$ cat config.mk
export PLATFORM = sky130hd
export DESIGN_NAME = strap_turnaround_ctl
export DESIGN_NICKNAME = d
export VERILOG_FILES = /design/src/rtl/strap_pkg.sv /design/src/rtl/por_timer.sv /design/src/rtl/strap_capture.sv /design/src/rtl/pad_turn.sv /design/src/rtl/strap_turnaround_ctl.sv
export SDC_FILE = /design/constraint.sdc
export NUM_CORES = 1
export LEC_CHECK = 0
export BUFFER_PORTS_ARGS = -buffer_cell sky130_fd_sc_hd__buf_2
export CAP_MARGIN = 10
export CORE_UTILIZATION = 40
export CTS_CLUSTER_DIAMETER = 60
export DETAILED_ROUTE_END_ITERATION = 8
export PLACE_DENSITY = 0.68
export SYNTH_ARGS = -nofsm -noshare
export SYNTH_HDL_FRONTEND = slang
export SYNTH_SLANG_ARGS = --single-unit
$ cat constraint.sdc
create_clock -name clk_ref -period 1.5 [get_ports clk_ref]
set_input_delay 0.225 -clock clk_ref [delete_from_list [all_inputs] [get_ports clk_ref]]
set_output_delay 0.225 -clock clk_ref [all_outputs]
set_load 0.05 [all_outputs]
$ cat src/rtl/strap_pkg.sv
package strap_pkg;
    localparam int unsigned FS_BITS   = 5;
    localparam int unsigned PIN_COUNT = FS_BITS + 1;

    typedef enum logic [0:0] {
        ST_HOLD  = 1'b0,
        ST_DRIVE = 1'b1
    } boot_state_e;

    typedef struct packed {
        logic               rate;
        logic [FS_BITS-1:0] fs;
    } strap_cfg_t;
endpackage

$ cat src/rtl/por_timer.sv
module por_timer #(
    parameter int unsigned WAIT_CYCLES = 28636
) (
    input  logic clk,
    input  logic rst_n,
    input  logic run,
    output logic expire
);
    localparam int unsigned CNT_W = (WAIT_CYCLES < 2) ? 1 : $clog2(WAIT_CYCLES);
    localparam logic [CNT_W-1:0] LAST = CNT_W'(WAIT_CYCLES - 1);

    logic [CNT_W-1:0] count_q;

    assign expire = run && (count_q == LAST);

    always_ff @(posedge clk or negedge rst_n) begin
        if (!rst_n) begin
            count_q <= '0;
        end else if (run && !expire) begin
            count_q <= count_q + 1'b1;
        end
    end
endmodule

$ cat src/rtl/strap_capture.sv
module strap_capture
    import strap_pkg::*;
(
    input  logic                 clk,
    input  logic                 rst_n,
    input  logic                 load,
    input  logic [PIN_COUNT-1:0] pins,
    output strap_cfg_t           cfg
);
    strap_cfg_t cfg_q;

    always_ff @(posedge clk or negedge rst_n) begin
        if (!rst_n) begin
            cfg_q <= '0;
        end else if (load) begin
            cfg_q <= strap_cfg_t'(pins);
        end
    end

    assign cfg = cfg_q;
endmodule

$ cat src/rtl/pad_turn.sv
module pad_turn #(
    parameter int unsigned PINS = 6
) (
    input  logic            drive,
    input  logic [PINS-1:0] clk_src,
    input  logic [PINS-1:0] mask,
    output logic [PINS-1:0] pad_out,
    output logic [PINS-1:0] pad_oe
);
    for (genvar i = 0; i < PINS; i++) begin : g_pin
        assign pad_oe[i]  = drive;
        assign pad_out[i] = drive & mask[i] & clk_src[i];
    end
endmodule

$ cat src/rtl/strap_turnaround_ctl.sv
module strap_turnaround_ctl
    import strap_pkg::*;
#(
    parameter int unsigned WAIT_CYCLES = 28636
) (
    input  logic                 clk_ref,
    input  logic                 rst_n,
    input  logic [PIN_COUNT-1:0] pad_in,
    input  logic [PIN_COUNT-1:0] clk_src,
    input  logic [PIN_COUNT-1:0] oe_mask,
    output logic [PIN_COUNT-1:0] pad_out,
    output logic [PIN_COUNT-1:0] pad_oe,
    output logic [FS_BITS-1:0]   freq_sel,
    output logic                 rate_sel,
    output logic                 cfg_done
);
    boot_state_e state_q, state_d;
    logic        timer_run;
    logic        timer_expire;
    logic        drive_en;
    strap_cfg_t  cfg;

    // next state
    always_comb begin
        state_d = state_q;
        unique case (state_q)
            ST_HOLD:  if (timer_expire) state_d = ST_DRIVE;
            ST_DRIVE: state_d = ST_DRIVE;
            default:  state_d = ST_HOLD;
        endcase
    end

    always_ff @(posedge clk_ref or negedge rst_n) begin
        if (!rst_n) state_q <= ST_HOLD;
        else        state_q <= state_d;
    end

    // state outputs
    always_comb begin
        timer_run = 1'b0;
        drive_en  = 1'b0;
        unique case (state_q)
            ST_HOLD:  timer_run = 1'b1;
            ST_DRIVE: drive_en  = 1'b1;
            default:  ;
        endcase
    end

    por_timer #(.WAIT_CYCLES(WAIT_CYCLES)) timer_i (
        .clk    (clk_ref),
        .rst_n  (rst_n),
        .run    (timer_run),
        .expire (timer_expire)
    );

    strap_capture cap_i (
        .clk   (clk_ref),
        .rst_n (rst_n),
        .load  (timer_expire),
        .pins  (pad_in),
        .cfg   (cfg)
    );

    pad_turn #(.PINS(PIN_COUNT)) pads_i (
        .drive   (drive_en),
        .clk_src (clk_src),
        .mask    (oe_mask),
        .pad_out (pad_out),
        .pad_oe  (pad_oe)
    );

    assign freq_sel = cfg.fs;
    assign rate_sel = cfg.rate;
    assign cfg_done = drive_en;
endmodule

==> metrics.md, run 1 <==
| Metric | Value |
|---|---|
| Status | complete, but fails checks |
| Failing checks | setup timing |
| Ys flop type | dfrtp_1 |
| Crit Path Class | reg2reg |
| EDFF count, synth | 0 |
| Post-route ant nets | 0 |
| Die Footprint | 0.003096 mm^2 |
| Setup TNS | -0.1827 ns |
| Setup slack after layout | -0.03114 ns |
| Worst Path Max Fanout | 6 |
| Mapped cell area | 0.001151 mm^2 |
| Boundary pin count | 39 |
| Die Width | 55.65 um |
| Num rows | 19 |
| Drt drc | 0 |
| Vias/cell | 4.827 |
| Worst Skew | 0.001757 ns |
| Worst hold start | pad_in[1] |
| Worst-margin pin slew | 0.4854 ns |
| WHS Path Cells | 2 |
| Area share of the largest cell type after synthesis | 47.83% |
| Syn Inst Count | 87 |
| Final global-route overflow total | 0 |
| Worst flop-to-flop path endpoint | cap_i.cfg[0] |
| Slew Limit Headroom | 67.64% |
| Leakage power | 0.9277 nW |
| Top post-synthesis cells by area | dfrtp_1 48%, mux2_4 7.8%, xor2_1 6.1%, and3_1 6.0%, xnor2_1 4.6% |
| Layout cell share with drive strength beyond 1 | 61.27% |
| Worst reg2reg startpoint | timer_i.count_q[5] |
| Worst Path Arrival | 1.74 ns |
| Placed Instances | 158 |
| Clock tree from TritonCTS | done |
| Synth Warn # | 0 |
| Fin crit share | 102.1% |
| CTS root buffer | clkbuf_4 |
| Nets | 164 |
| RD Place Congestion | 0.7991 |
| WHS | 0.1389 ns |
| Worst path slowest cell | dfrtp_1 |
| Net Sw Frac | 18.51% |
| Crit end category | flip-flop |
| DR WL/cell | 13.58 um |
| Worst reg-to-reg setup slack | -0.03 ns |
| Final setup fails | 7 |
| Worst reg-to-reg path cell count | 5 |
| Yosys top cell by area | dfrtp_1 |
| Sequential area share after synthesis | 47.83% |
| Initial antenna violation count | 0 |
| Power Dens Cells | 659.4 mW/mm^2 |
| CTS buffer count | 3 |
| CP Launch Type | flip-flop |
| Starting Density | 42.11% |
| Worst hold endpoint | cap_i.cfg[1] |
| Vias in the first global route | 823 |
| Tot GR Track Use | 15.09% |
| First-pass GRT wire length | 3.691 mm |
| P_int | 0.8821 mW |
| Achievable Freq | 653.1 MHz |
| Clock sink count | 22 |
| Synth cell types | 27 |
| RSZ-0062 raised after global routing | yes |
| Fin crit period | 1.531 ns |
| DRT iter0 DRCs | 23 |
| Combinational Power Share | 3.3% |
| Worst-path clk slew | 0.12 ns |
| Layout area overhead | 42.61% |
| Core Area | 0.002734 mm^2 |
| Diode count | 0 |
| Mapped Nets | 108 |
| Max VDD drop | 591.5 uV |
| Largest net degree at the start of global routing | 23 |
| # H-tree levels | 1 |
| Die H | 55.65 um |
| DR vias | 835 |
| Clk buf depth | 2 |
| Final Max Slew Viols | 0 |
| Max Cap Viol | 0 |
| Clk_lat worst skew | 0.31 ns |
| HP Class | in2reg |
| CP required | 1.71 ns |
| Net Sw Power | 0.2004 mW |
| Drt pass-1 iters | 4 |
| Buffers on Ports | 38 |
| Clock power frac | 41.9% |
| Final Hold Fails | 0 |
| Seq cells post-synth | 22 |
| Power share of the sequential group | 54.8% |
| Setup slack at placement | -0.01476 ns |
| Syn avg cell area | 13.23 um^2 |
| Post-synth ARST share | 100.0% |
| CP cell instances | buf_4 > nor3b_4 > nand3_4 > nor2_8 > mux2_4 |
| Post-detail-place hpwl | 1.519 mm |
| Fin cells | 173 |
| Max stage delay on crit path | 0.41 ns |
| Routed wire length | 2.349 mm |
## flip-flops by register name (all words and copies together) (netlist names)
| signal | flops |
|---|---|
| cap_i.cfg | 6 |
| state_q | 1 |
| timer_i.count_q | 15 |
## critical path: cells and delay by family (launching register included)
family	cells	cell delay, ns
muxes	1	0.32
and+or+nand+nor	3	0.57
buffers and inverters	1	0.14
DFF	1	0.41
## layout by cell type, fill, tap and decap left out, types with 2 or more instances in the layout
master    instances
mux2_4            6
nand4_1           2
and3_4            2
and3_2            5
nand3_1           2
buf_2            32
and3_1            4
clkbuf_4          3
dfrtp_1          21
xnor2_1           6
nand2_1           5
buf_6             7
nor3_4            2
xor2_1            8
buf_4            15
## kinds of logic after synthesis
| family | share of synthesized area (%) |
|---|---|
| xor gates and xnor gates | 10.65 |
| AOI/OAI and AO/OA | 2.392 |
| adders and majority gates | 1.087 |
| buffers and inverters | 4.891 |
| muxes | 8.805 |
| and+or+nand+nor | 24.35 |
| DFF | 47.83 |
## area by class of cell
class,count,area [um^2]
sequential,22,551.8
multi-input combinational,56,569.3
timing repair buffer,58,421.7
clock buffer,3,22.52
tap,31,38.79
inverter,2,7.507
clock inverter,1,30.03
fill,196,1092
## synth_stat cells, types with 2 or more instances
cell type / count
dfrtp_1: 22
buf_4: 6
xor2_1: 8
inv_1: 2
nand4_1: 2
mux2_4: 6
nand3_1: 2
xnor2_1: 6
nand2_1: 5
and3_1: 11
## worst max path at each step
stage / startpoint / to / cells after the start / slack (ns)
3_5_place_dp: timer_i.count_q[0] / cap_i.cfg[0] / 5 / -0.01
6_report: timer_i.count_q[5] / cap_i.cfg[0] / 5 / -0.03
2_1_floorplan: timer_i.count_q[0] / cap_i.cfg[0] / 5 / -0.04
3_3_place_gp: timer_i.count_q[1] / cap_i.cfg[2] / 5 / 0.03
4_1_cts: timer_i.count_q[0] / cap_i.cfg[5] / 5 / -0.03
5_1_grt: timer_i.count_q[5] / timer_i.count_q[13] / 5 / -0.11
## power by group through the flow
stage / clock [mW] / sequential [mW] / combinational (mW)
detailed placement: 0 / 0.604 / 0.0345
global placement: 0 / 0.604 / 0.0335
CTS: 0.465 / 0.593 / 0.0367
global route: 0.480 / 0.593 / 0.0416
floorplan: 0 / 0.604 / 0.000442
finish: 0.453 / 0.593 / 0.0362
## through the flow
stage / power, mW / utilization [%] / instance area, um^2
6_report: 1.083 / 60.05 / 1642
5_1_grt: 1.115 / 60.05 / 1642
4_1_cts: 1.094 / 55.51 / 1518
3_5_place_dp: 0.6388 / 51.58 / 1410
3_3_place_gp: 0.6377 / 51.58 / 1410
2_1_floorplan: 0.6049 / - / 1162
## layer usage
metal	vias to the layer above	global-route usage, %	routed length (um)
met4	0	6.429	8
met3	2	2.791	76
met2	16	24.78	1285
li1	412	-	-
met1	405	19.52	980
met5	-	0	0
## what timing repair did
| item | CTS | global route |
|---|---|---|
| hold endpoints to repair | 22 | 0 |
| pin swaps | 0 | 8 |
| endpoints found under the setup margin | 12 | 17 |
| buffers inserted | 3 | 6 |
| gates cloned | 0 | 1 |
| hold buffers | 1 | 0 |
| gates resized for setup | 8 | 14 |
Note: power is estimated with default switching activity, not from simulation.
==> run 2: changes to the inputs <==
- ABC_CLOCK_PERIOD_IN_PS: unset -> 1870
- PLACE_DENSITY: 0.68 -> 0.66
- clock period: 1.5 -> 1.87 ns (I/O delays scaled with it)
==> metrics.md, run 2 (synthesis results as in run 1) <==
| Metric | Value |
|---|---|
| Final setup fails | 0 |
| Worst path slowest cell | dfrtp_1 |
| Layout area overhead | 19.13% |
| Die Width | 55.65 um |
| Routed wire length | 1.820 mm |
| Setup TNS | 0 ns |
| Max Cap Viol | 0 |
| Worst Skew | 0.004008 ns |
| Placed Instance Area | 0.001339 mm^2 |
| Largest net degree at the start of global routing | 23 |
| Setup slack at placement | 0.2000 ns |
| Fin crit share | 89.95% |
| Status | finished, final reports clean |
| Nets | 146 |
| Largest register FFs | 15 |
| Final Max Slew Viols | 0 |
| Core Area | 0.002734 mm^2 |
| Placed Instances | 150 |
| Tot GR Track Use | 12.79% |
| Clk_lat worst skew | 0.30 ns |
| Leakage power | 0.8013 nW |
| Achievable Freq | 594.5 MHz |
| Layout cell share with drive strength beyond 1 | 47.15% |
| Die Footprint | 0.003096 mm^2 |
| Final Util | 50.16% |
| Post-route ant nets | 0 |
| Diode count | 0 |
| Crit Path Class | reg2reg |
| Post-CTS setup repair buffer count | 0 |
| Max stage delay on crit path | 0.43 ns |
| CP Launch Type | flip-flop |
| Slew Limit Headroom | 67.82% |
| Worst Path Arrival | 1.87 ns |
| Setup slack after layout | 0.1879 ns |
| Drt pass-1 iters | 4 |
| First-pass GRT wire length | 3.160 mm |
| Worst Path Max Fanout | 6 |
| Clock tree from TritonCTS | done |
| Vias/cell | 4.773 |
| Boundary pin count | 39 |
| CP required | 2.06 ns |
| RD Place Congestion | 0.7119 |
| DR vias | 735 |
| Worst-margin pin slew | 0.4827 ns |
| Post-detail-place hpwl | 1.408 mm |
| Most frequent cells in the layout | 38 x buf_2, 22 x dfrtp_1, 11 x and3_1 |
| CP top delay family | simple AND/OR/NAND/NOR gates |
| Die H | 55.65 um |
| Register bank with the most flops | timer_i.count_q |
| Final Hold Fails | 0 |
| RSZ-0062 raised after global routing | no |
| Max VDD drop | 313.7 uV |
| Drt drc | 0 |
| HP Class | in2reg |
| DR WL/cell | 11.82 um |
| CTS root buffer | clkbuf_4 |
| Fin crit period | 1.682 ns |
| # H-tree levels | 1 |
| Power consumption | 0.7145 mW |
| Commonest non-fill, non-tap cell in the layout | buf_2 |
| Vias in the first global route | 726 |
| Clock sink count | 22 |
| Clk buf depth | 2 |
| WHS | 0.2050 ns |
| CP cell instances | ha_1 > and4b_4 > nand3_4 > nor2_8 > mux2_4 |
| Post-route cell area | 0.001371 mm^2 |
| CP bufs+invs | 0 |
| DRT iter0 DRCs | 18 |
| Initial antenna violation count | 0 |
| Buffers on Ports | 38 |
| Crit end category | flip-flop |
| Final global-route overflow total | 0 |
| Num rows | 19 |
| Starting Density | 42.11% |
| CTS buffer count | 3 |
| Power Dens Cells | 521.0 mW/mm^2 |
| Fin cells | 154 |
| Worst-path clk slew | 0.12 ns |
[run 2: changes by cell type in the layout (fill, tap and decap cells not counted), sizes merged]
cell / before / now
bufinv: 1 / 0
buf: 56 / 39
clkbuf: 4 / 3
[run 2: worst paths after layout]
check,startpoint,to,slack (ns),cells past startpoint
worst min register to register,timer_i.count_q[14],timer_i.count_q[14],0.48,1
min in group asynchronous,rst_n,cap_i.cfg[1],0.46,2
worst min-delay path,pad_in[4],cap_i.cfg[4],0.20,2
worst max register to register,timer_i.count_q[0],cap_i.cfg[5],0.19,5
max in group asynchronous,rst_n,timer_i.count_q[3],1.09,2
worst max-delay path,timer_i.count_q[0],cap_i.cfg[5],0.19,5
[run 2: metal layers]
metal	global-route usage (%)	part of all wire (%)	wire (um)
met1	16.59	47	857
met2	21.69	49	888
met3	2.791	4.1	74
met4	3.214	0	0
met5	0	0	0
[run 2: layout make-up]
cell class	instances	area (um^2)
multi-input combinational	56	544.3
fill	244	1363
sequential	22	550.5
clock buffer	3	22.52
inverter	2	7.507
timing repair buffer	40	207.7
tap	31	38.79
[run 2: where the power goes]
part / switching [mW] / internal (mW)
combinational: 0.0135 / 0.0153
clock: 0.135 / 0.0749
sequential: 0 / 0.476
[run 2: what timing repair did]
item	in CTS	in global routing
hold buffers	1	0
hold endpoints to repair	22	0
gates resized for setup	0	0
==> run 3: changes to the inputs <==
- CELL_PAD_IN_SITES_DETAIL_PLACEMENT: unset -> 1
- CELL_PAD_IN_SITES_GLOBAL_PLACEMENT: unset -> 2
- CORE_UTILIZATION: 40 -> 34
- PLACE_DENSITY: 0.66 -> unset
- PLACE_DENSITY_LB_ADDON: unset -> 0.1
==> metrics.md, run 3 (synthesis results as in run 1) <==
| Metric | Value |
|---|---|
| Setup TNS | 0 ns |
| Fin crit period | 1.684 ns |
| Final Hold Fails | 0 |
| Post-detail-place hpwl | 1.694 mm |
| Clock sink count | 22 |
| CP cell instances | ha_1 > and4b_4 > nand3_4 > nor2_8 > mux2_4 |
| Final Max Slew Viols | 0 |
| Final Util | 44.36% |
| WL met2 | 1.122 mm |
| Core Area | 0.003128 mm^2 |
| Largest register FFs | 15 |
| Power Dens Cells | 514.2 mW/mm^2 |
| First-pass GRT wire length | 3.753 mm |
| Achievable Freq | 593.9 MHz |
| DR WL/cell | 13.29 um |
| # H-tree levels | 1 |
| Status | finished, final reports clean |
| Slew Limit Headroom | 67.34% |
| Layout area overhead | 20.54% |
| Top Layer Used | met4 |
| Die Width | 60.19 um |
| Max VDD drop | 374.6 uV |
| Buffers on Ports | 38 |
| Register area | 550.5 um^2 |
| Number of fill cells in the layout | 357 |
| CTS root buffer | clkbuf_4 |
| RD Place Congestion | 0.6528 |
| Crit end category | flip-flop |
| Met1 WL | 958 um |
| Worst Path Max Fanout | 6 |
| CP required | 2.07 ns |
| Placed Instance Area | 0.001355 mm^2 |
| CP bufs+invs | 0 |
| Final setup fails | 0 |
| Boundary pin count | 39 |
| Routed wire length | 2.220 mm |
| Max Cap Viol | 0 |
| Die Footprint | 0.003622 mm^2 |
| Wire length on met3 | 123 um |
| Most frequent cells in the layout | 38 x buf_2, 22 x dfrtp_1, 11 x and3_1 |
| Worst Path Arrival | 1.88 ns |
| Crit Path Class | reg2reg |
| DRT iter0 DRCs | 12 |
| Worst Skew | 0.002463 ns |
| Hold buffer count at cts | 1 |
| CP top delay family | simple AND/OR/NAND/NOR gates |
| CTS buffer count | 3 |
| Worst-margin pin slew | 0.4899 ns |
| Post-CTS setup repair buffer count | 0 |
| Diode count | 0 |
| Clk buf depth | 2 |
| Clock tree from TritonCTS | done |
| Fin crit share | 90.04% |
| Nets | 146 |
| Max stage delay on crit path | 0.42 ns |
| Vias/cell | 4.623 |
| Worst path slowest cell | dfrtp_1 |
| Post-route ant nets | 0 |
| HP Class | in2reg |
| RSZ-0062 raised after global routing | no |
| Power consumption | 0.7135 mW |
| Vias in the first global route | 789 |
| Commonest non-fill, non-tap cell in the layout | buf_2 |
| Register bank with the most flops | timer_i.count_q |
| CP Launch Type | flip-flop |
| Initial antenna violation count | 0 |
| Starting Density | 36.80% |
| Worst-path clk slew | 0.11 ns |
| Clk_lat worst skew | 0.30 ns |
| Tot GR Track Use | 14.38% |
| Num rows | 20 |
| DR vias | 772 |
| Leakage power | 0.8013 nW |
| Drt drc | 0 |
| Final global-route overflow total | 0 |
| Area of the multi-input gates | 544.3 um^2 |
| Post-route cell area | 0.001388 mm^2 |
| Cts repair resizes | 0 |
| Layout cell share with drive strength beyond 1 | 47.15% |
| Drt pass-1 iters | 3 |
| Largest net degree at the start of global routing | 23 |
| Die H | 60.19 um |
-- run 3: cell counts in the layout (fill, tap and decap cells not counted) --
Identical to the previous run, type by type.
-- run 3: report_power, final --
part / total (mW) / switching, mW / internal [mW]
clock: 0.209 / 0.134 / 0.0751
combinational: 0.0288 / 0.0135 / 0.0153
sequential: 0.476 / 0 / 0.476
-- run 3: per-stage QoR --
step | worst slack (ns) | cells | hold slack, ns
finish | 0.1862 | 167 | 0.2008
global placement | 0.2275 | 163 | 0.2710
CTS | 0.1706 | 167 | 0.1881
detailed placement | 0.1907 | 163 | 0.2757
global route | 0.09999 | 167 | 0.1717
floorplan | 0.02571 | 87 | -0.01509
-- run 3: path summary, 6_finish.rpt --
check	slack, ns	from	cells past startpoint	end
max in group asynchronous	1.07	rst_n	2	timer_i.count_q[14]
min reg2reg	0.48	timer_i.count_q[13]	1	timer_i.count_q[13]
min	0.20	pad_in[0]	2	cap_i.cfg[0]
max	0.19	timer_i.count_q[0]	5	cap_i.cfg[3]
min in group asynchronous	0.46	rst_n	2	cap_i.cfg[4]
max reg2reg	0.19	timer_i.count_q[0]	5	cap_i.cfg[3]
-- run 3: final cells by class --
cell class	instances	area share [%]
Timing Repair Buffer	40	14.97
Clock buffer	3	1.623
Tap cell	44	3.968
Sequential cell	22	39.68
Inverter	2	0.5410
Multi-Input combinational cell	56	39.22
-- run 3: layer usage --
metal | vias to the layer above | track usage [%]
met5 | - | 0
met4 | 0 | 3.987
met3 | 2 | 3.896
met2 | 21 | 23.39
met1 | 378 | 18.62
li1 | 371 | -
